==> src/rtl/timer_pkg.sv <==
package timer_pkg;
  localparam int CNT_W     = 32;
  localparam int NUM_MATCH = 2;

  typedef struct packed {
    logic holdReload;
    logic loadWrite;
    logic step;
  } cntStrobe_t;
endpackage

==> src/rtl/tick_sync.sv <==
module tick_sync #(
  parameter int STAGES = 2
) (
  input  logic clk,
  input  logic rstN,
  input  logic rawTick,
  output logic tickPulse
);
  localparam int LAST = STAGES;

  logic [LAST:0] shiftQ;

  always_ff @(posedge clk or negedge rstN) begin
    if (!rstN) shiftQ <= '0;
    else       shiftQ <= {shiftQ[LAST-1:0], rawTick};
  end

  assign tickPulse = shiftQ[LAST-1] & ~shiftQ[LAST];
endmodule

==> src/rtl/timer_ctrl.sv <==
module timer_ctrl
  import timer_pkg::*;
(
  input  logic       clk,
  input  logic       rstN,
  input  logic       enable,
  input  logic       tickSel,
  input  logic       extPulse,
  input  logic       ovfIrqEn,
  input  logic       wrCount,
  input  logic       hitMatch,
  input  logic       hitZero,
  input  logic       anyMatchZero,
  output cntStrobe_t strobe,
  output logic       irqPulse
);
  logic tickEn;
  logic eventNext;
  logic irqQ;

  assign tickEn = tickSel ? extPulse : 1'b1;

  always_comb begin
    strobe.holdReload = ~enable;
    strobe.loadWrite  = enable & wrCount;
    strobe.step       = enable & ~wrCount & tickEn;
  end

  assign eventNext = strobe.step &
                     (hitMatch | (hitZero & (ovfIrqEn | anyMatchZero)));

  always_ff @(posedge clk or negedge rstN) begin
    if (!rstN) irqQ <= 1'b0;
    else       irqQ <= eventNext;
  end

  assign irqPulse = irqQ;
endmodule

==> src/rtl/timer_datapath.sv <==
module timer_datapath
  import timer_pkg::*;
#(
  parameter int W  = CNT_W,
  parameter int NM = NUM_MATCH
) (
  input  logic                clk,
  input  logic                rstN,
  input  cntStrobe_t          strobe,
  input  logic                wrReload,
  input  logic [NM-1:0]       wrMatch,
  input  logic [W-1:0]        wrData,
  output logic [W-1:0]        countQ,
  output logic [W-1:0]        reloadQ,
  output logic [NM-1:0][W-1:0] matchQ,
  output logic                hitMatch,
  output logic                hitZero,
  output logic                anyMatchZero
);
  localparam logic [W-1:0] ONE = {{(W-1){1'b0}}, 1'b1};

  logic [W-1:0]  nextStep;
  logic [NM-1:0] hitVec;
  logic [NM-1:0] zeroVec;

  assign nextStep = (countQ == '0) ? reloadQ : (countQ - ONE);

  always_ff @(posedge clk or negedge rstN) begin
    if (!rstN) begin
      countQ  <= '0;
      reloadQ <= '0;
      matchQ  <= '0;
    end else begin
      if (strobe.holdReload)     countQ <= reloadQ;
      else if (strobe.loadWrite) countQ <= wrData;
      else if (strobe.step)      countQ <= nextStep;
      if (wrReload) reloadQ <= wrData;
      for (int i = 0; i < NM; i++) begin
        if (wrMatch[i]) matchQ[i] <= wrData;
      end
    end
  end

  for (genvar g = 0; g < NM; g++) begin : gCmp
    logic [W-1:0] effVal;
    assign effVal     = (matchQ[g] < reloadQ) ? matchQ[g] : '0;
    assign zeroVec[g] = (effVal == '0);
    assign hitVec[g]  = (nextStep != '0) && (nextStep == effVal);
  end

  assign hitMatch     = |hitVec;
  assign anyMatchZero = |zeroVec;
  assign hitZero      = (nextStep == '0);
endmodule

==> src/rtl/dual_match_timer.sv <==
module dual_match_timer
  import timer_pkg::*;
(
  input  logic             clk,
  input  logic             rstN,
  input  logic             enable,
  input  logic             tickSel,
  input  logic             ovfIrqEn,
  input  logic             extTick,
  input  logic             wrCount,
  input  logic             wrReload,
  input  logic             wrMatchA,
  input  logic             wrMatchB,
  input  logic [CNT_W-1:0] wrData,
  output logic [CNT_W-1:0] countOut,
  output logic [CNT_W-1:0] reloadOut,
  output logic [CNT_W-1:0] matchAOut,
  output logic [CNT_W-1:0] matchBOut,
  output logic             irqPulse
);
  cntStrobe_t                      strobe;
  logic                            extPulse;
  logic                            hitMatch;
  logic                            hitZero;
  logic                            anyMatchZero;
  logic [CNT_W-1:0]                countQ;
  logic [CNT_W-1:0]                reloadQ;
  logic [NUM_MATCH-1:0][CNT_W-1:0] matchQ;

  tick_sync #(.STAGES(2)) uSync (
    .clk(clk), .rstN(rstN), .rawTick(extTick), .tickPulse(extPulse)
  );

  timer_ctrl uCtrl (
    .clk(clk), .rstN(rstN), .enable(enable), .tickSel(tickSel),
    .extPulse(extPulse), .ovfIrqEn(ovfIrqEn), .wrCount(wrCount),
    .hitMatch(hitMatch), .hitZero(hitZero), .anyMatchZero(anyMatchZero),
    .strobe(strobe), .irqPulse(irqPulse)
  );

  timer_datapath #(.W(CNT_W), .NM(NUM_MATCH)) uData (
    .clk(clk), .rstN(rstN), .strobe(strobe), .wrReload(wrReload),
    .wrMatch({wrMatchB, wrMatchA}), .wrData(wrData),
    .countQ(countQ), .reloadQ(reloadQ), .matchQ(matchQ),
    .hitMatch(hitMatch), .hitZero(hitZero), .anyMatchZero(anyMatchZero)
  );

  assign countOut  = enable ? countQ : reloadQ;
  assign reloadOut = reloadQ;
  assign matchAOut = matchQ[0];
  assign matchBOut = matchQ[1];
endmodule

==> config.mk <==
export PLATFORM = sky130hd
export DESIGN_NAME = dual_match_timer
export DESIGN_NICKNAME = d
export VERILOG_FILES = /design/src/rtl/timer_pkg.sv /design/src/rtl/tick_sync.sv /design/src/rtl/timer_ctrl.sv /design/src/rtl/timer_datapath.sv /design/src/rtl/dual_match_timer.sv
export SDC_FILE = /design/constraint.sdc
export NUM_CORES = 1
export LEC_CHECK = 0
export BUFFER_PORTS_ARGS = -buffer_cell sky130_fd_sc_hd__buf_2
export CAP_MARGIN = 25
export CELL_PAD_IN_SITES_DETAIL_PLACEMENT = 1
export CELL_PAD_IN_SITES_GLOBAL_PLACEMENT = 1
export CORE_UTILIZATION = 30
export CTS_CLUSTER_DIAMETER = 200
export CTS_CLUSTER_SIZE = 12
export DETAILED_ROUTE_END_ITERATION = 10
export GPL_TIMING_DRIVEN = 0
export PLACE_DENSITY = 0.72
export SETUP_SLACK_MARGIN = 0.05
export SYNTH_ARGS = -nofsm -noshare
export SYNTH_HDL_FRONTEND = slang
export SYNTH_SLANG_ARGS = --single-unit
==> constraint.sdc <==
create_clock -name clk -period 4.3 [get_ports clk]
set_input_delay 0.215 -clock clk [delete_from_list [all_inputs] [get_ports clk]]
set_output_delay 0.215 -clock clk [all_outputs]
set_load 0.02 [all_outputs]
# After elaboration in Yosys (flattened, before gate mapping)
# Index checks and enable logic that the tools add are counted.
# totals
in_bits	42
output_inout_bits	129
reg_bits	132
word_cells	39
# op_classes
magnitude_cmp	2
eq_ne	3
mux	8
n_reduce_logical	9
add_sub_neg	1
n_bitwise	10
# op_table
op	n
$mux W32	7
$logic_not A32 Y1	4
$eq A32 B32 Y1	2
$lt A32 B32 Y1	2
$reduce_bool A32 Y1	1
$sub A32 B1 Y32 const B	1
$and A1 B1 Y1	6
$reduce_or A2 Y1	2
$ne A3 B1 Y1 const B	1
$logic_and A1 B1 Y1	2
$not A1 Y1	2
$or A1 B1 Y1	2
$mux W1	1

# Longest topological paths before layout
# depth
ltp_word	8
mapped_depth	17
depth_no_buf	13

# By module
# A second synthesis with hierarchy kept.
# unflattened
cells_unflattened	1147
area_unflattened_um2	10189.8
# by_module_without_submodules
mod	area_each_um2	cells_each	seq_area_each_um2	n_inst
timer_datapath	9479.1	1099	3203.1	1
dual_match_timer	544.3	36	0.0	1
tick_sync	88.8	4	75.1	1
timer_ctrl	77.6	8	25.0	1

# Worst setup path before layout
# No wires, ideal clock.
# synth_path
path_kind	reg-to-reg
startpoint	reg uData.countQ[0]
endpoint	reg uCtrl.irqQ, in the netlist uCtrl.irqPulse
t_arrival_ns	3.399
path_slack_ns	0.824
t_required_ns	4.223
path_stages_with_launch	15
setup_ns	0.077
path_buffers	2
synth_period_minus_slack_ns	3.476
cell_sequence	dfrtp_1 > clkbuf_2 > inv_1 > ha_1 > or3b_2 > clkbuf_1 > o41ai_1 > o311ai_0 > a21boi_1 > or4b_1 > o221a_2 > nand4b_1 > a2111oi_2 > a41oi_1 > a21oi_1
# synth_between
elab_chain_cells	7
elab_cells_between_ends	13
classes_between	1 x add/sub; 2 x eq/ne; 1 x mux; 3 x bitwise; 6 x reduce/logical
# synth_rtl
element	line_no	text
from (decl)	timer_datapath.sv:13	output logic [W-1:0] countQ,
from (signal assigned)	timer_datapath.sv:34	if (strobe.holdReload) countQ <= reloadQ;
from (signal assigned)	timer_datapath.sv:35	else if (strobe.loadWrite) countQ <= wrData;
from (signal assigned)	timer_datapath.sv:36	else if (strobe.step) countQ <= nextStep;
$sub A32 B1 Y32 / $logic_not A32 Y1 (equally long branches)	timer_datapath.sv:26	assign nextStep = (countQ == '0) ? reloadQ : (countQ - ONE);
$mux W32 *	timer_datapath.sv:26	
$eq A32 B32 Y1 / $reduce_bool A32 Y1 (equally long branches)	timer_datapath.sv:48	assign hitVec[g] = (nextStep != '0) && (nextStep == effVal);
$logic_and A1 B1 Y1	timer_datapath.sv:48	
$reduce_or A2 Y1	timer_datapath.sv:51	assign hitMatch = |hitVec;
$or A1 B1 Y1 *	timer_ctrl.sv:30	(hitMatch | (hitZero & (ovfIrqEn | anyMatchZero)));
$and A1 B1 Y1 *	timer_ctrl.sv:29	assign eventNext = strobe.step &
via uCtrl.eventNext	timer_ctrl.sv:18	logic eventNext;
to (signal assigned)	timer_ctrl.sv:34	else irqQ <= eventNext;
to (decl)	timer_ctrl.sv:19	logic irqQ;
# Mark *: on every way through the listed nets, which the timed path passes. The rest lies on a longest branch.
# A chain may end at the register's enable or synchronous reset.

# Worst setup path after layout
# Same ends and word-level chain as after synthesis.

==> metrics <==
status complete, no violations; layout cells sized above 1 0.259; commonest non-fill, non-tap cell in the layout buf_2; largest net degree at the start of global routing 94; Slew headroom 0.265; post-synthesis sequential area ratio 0.327; Placeable Area 32900 µm²; Initial Util 0.308; Worst Clk Skew 0.00887 ns; Worst Tran Pin Value about 1.1 ns; die area 34400 µm²; Crit path required time approximately 4.7 ns; Seq cells post-synth 132; Setup crit end kind register; worst hold start wrData[5]; vias in the first global route 10.8k; wirelength, routed 49100 µm; first-pass GRT wire length between 70000 and 80000 µm; synthesis warning total 0; total track usage 0.287; register area 3300 µm²; EDFF count, synth 0; Worst R2R End uCtrl.irqPulse$_DFF_PN0_; Multi-input gate area 6520 µm²; TritonRoute pass-1 iters 6; Finished Cell Area 12500 µm²; CP startpoint kind register; Remaining Overflow, GRT 0; commonest non-fill, non-tap cells in the layout buf_2, dfrtp_1, nand2_1; hold depth 3; Clock Tree Buf Depth 2; worst min path class in -> reg; Slew Viols, Final 0; RSZ-0062 raised after global routing no; Die Ht 186 µm; CTS buffer count 17; width of the die roughly 190 µm; Syn Area/Cell 8.70 µm²; Clk Tree Root Cell clkbuf_16; GPL Wtd Cong 0.986; DRC Markers 0; Power Dens Cells 393 nW/µm²; DR WL/cell roughly 27 µm; min Tclk post-route roughly 4.2 ns; initial antenna violation count 0; average via count per standard cell 5.93; Reg2Reg Depth 15; r2r setup slk 0.14 ns; Synth Cell Area 10100 µm²; CP arrival 4.52 ns; Clk pin slew, worst setup/hold paths ~0.060 ns; DP Cell Count 1771; Worst Hold End uData.reloadQ[5]$_DFFE_PN0P_; DP HPWL 38000 µm; worst-path fanout max 10; FP Rows 66; Initial DRC Count 823; Mapped Cells roughly 1.2k; fmax roughly 240 MHz; CTS tree yes; crit path kind reg -> reg; # setup viols final 0; final std cells w/o fill 1816; Synth cell types 86; ys async rst share 1.00; Pleak 0.00525 µW; I/O Buffers 166; total number of vias 10.8k; Filler cells 3989; TritonCTS sink count 132; syn nets approximately 1.3k; I/O pin total 171; crit path from uData.countQ[0]$_DFFE_PN0P_; Crit Reg-Reg Startpoint uData.countQ[0]$_DFFE_PN0P_; dominant synthesized flop cell dfrtp_1; Peak VDD IR between 0.3 and 0.4 mV; antenna-violating nets left 0; Final Net Count around 1.5k; crit share post-route 0.968; placed inst area roughly 12000 µm²; H-tree Lvls 4; worst skew pair latency 0.45 ns; number of max-cap violations 0; P&R area growth vs syn 23.3%; Hold Fails Final Rpt 0
-- worst max-delay path, stage by stage (launching register included) --
cell and delay (ns):
dfrtp_1 0.36, clkbuf_2 0.18, inv_2 0.16, ha_1 0.18, nor4b_4 0.31, nand3_4 0.18, or3_1 0.42, buf_6 0.15
buf_6 0.17, mux2i_2 0.55, a31oi_1 0.20, o32ai_2 0.34, nand4_1 0.16, and4bb_1 0.30, a41oi_1 0.16, a21oi_2 0.23
-- cells by family (layout without fill, tap and decap cells) --
family,after synthesis,count (layout),share of synthesized area
compound gates,311,311,0.201
xor+xnor,51,51,0.0455
fa+ha+maj,64,64,0.0792
buf+inv,119,330,0.0495
flops,132,132,0.327
mux,78,78,0.0890
other cells,0,1,0
simple gates,407,407,0.209
-- final cells by class --
type,instances,area share
clock inverter,9,0.0101
timing repair buffer,182,0.0787
multi-input combinational,911,0.523
antenna,1,0.000201
buffer,66,0.0254
inverter,50,0.0150
tap,442,0.0443
sequential,132,0.265
clock buffer,23,0.0383
-- synth_stat cells, types with 7 or more instances --
library cell	number	area, µm²
a221oi_1	13	114
clkbuf_1	50	188
xnor2_1	35	307
dfrtp_1	132	3300
o21ai_0	109	546
nor4_1	24	150
or2_2	9	56.3
a21oi_1	59	295
or4_1	9	67.6
nand4_1	23	144
nand2_1	130	488
mux2i_1	10	100
o211ai_1	9	67.6
nor2_1	107	402
nor4b_1	7	61.3
xor2_1	15	131
ha_1	64	801
nand3_1	17	85.1
inv_1	50	188
a22oi_1	13	97.6
nor3_1	20	100
mux2_2	65	732
a31oi_1	23	144
-- power by group --
| part | internal (µW) | total (µW) | switching (µW) | leakage, µW |
|---|---|---|---|---|
| clock network | 955 | 1560 | 606 | 0.000297 |
| logic | 617 | 1730 | 1120 | 0.00338 |
| registers | 1370 | 1610 | 243 | 0.00157 |
-- layer usage --
layer | global-route usage | part of all wire
met1 | 0.384 | 0.43
met2 | 0.466 | 0.47
met3 | 0.0444 | 0.069
met4 | 0.105 | 0.031
met5 | 0 | 0
-- registers in the layout, indices dropped and copies added, names as in the netlist --
name / cells
uData.matchQ: 64
uData.reloadQ: 32
uData.countQ: 32
uCtrl.irqPulse: 1
uSync.shiftQ: 3
-- worst max-delay path by stage --
stage                               endpoint  slack (ns)
floorplan           uCtrl.irqPulse$_DFF_PN0_        0.82
global placement    uCtrl.irqPulse$_DFF_PN0_       -0.45
detailed placement  uCtrl.irqPulse$_DFF_PN0_       -0.42
CTS                 uCtrl.irqPulse$_DFF_PN0_        0.05
global route        uCtrl.irqPulse$_DFF_PN0_        0.03
finish              uCtrl.irqPulse$_DFF_PN0_        0.14
-- through the flow --
step | power, µW | setup slack, ns | hold slack (ns) | setup TNS [ns] | utilization
floorplan | 2570 | 0.824 | -0.0806 | 0 | -
finish | 4900 | 0.136 | 0.0583 | 0 | 0.380
CTS | 4840 | 0.0537 | 0.0430 | 0 | 0.372
detailed placement | 3250 | -0.423 | 0.157 | -0.423 | 0.351
global route | 5100 | 0.0319 | 0.0602 | 0 | 0.379
global placement | 3200 | -0.445 | 0.326 | -0.445 | 0.350
-- timing repair --
action	CTS	global route
endpoints found under the setup margin	1	1
buffers inserted	1	12
endpoints found under the hold margin	40	0
hold buffers	2	0
pin swaps	1	6
resized for setup	19	32
Note: power is estimated with default switching activity, not from simulation.
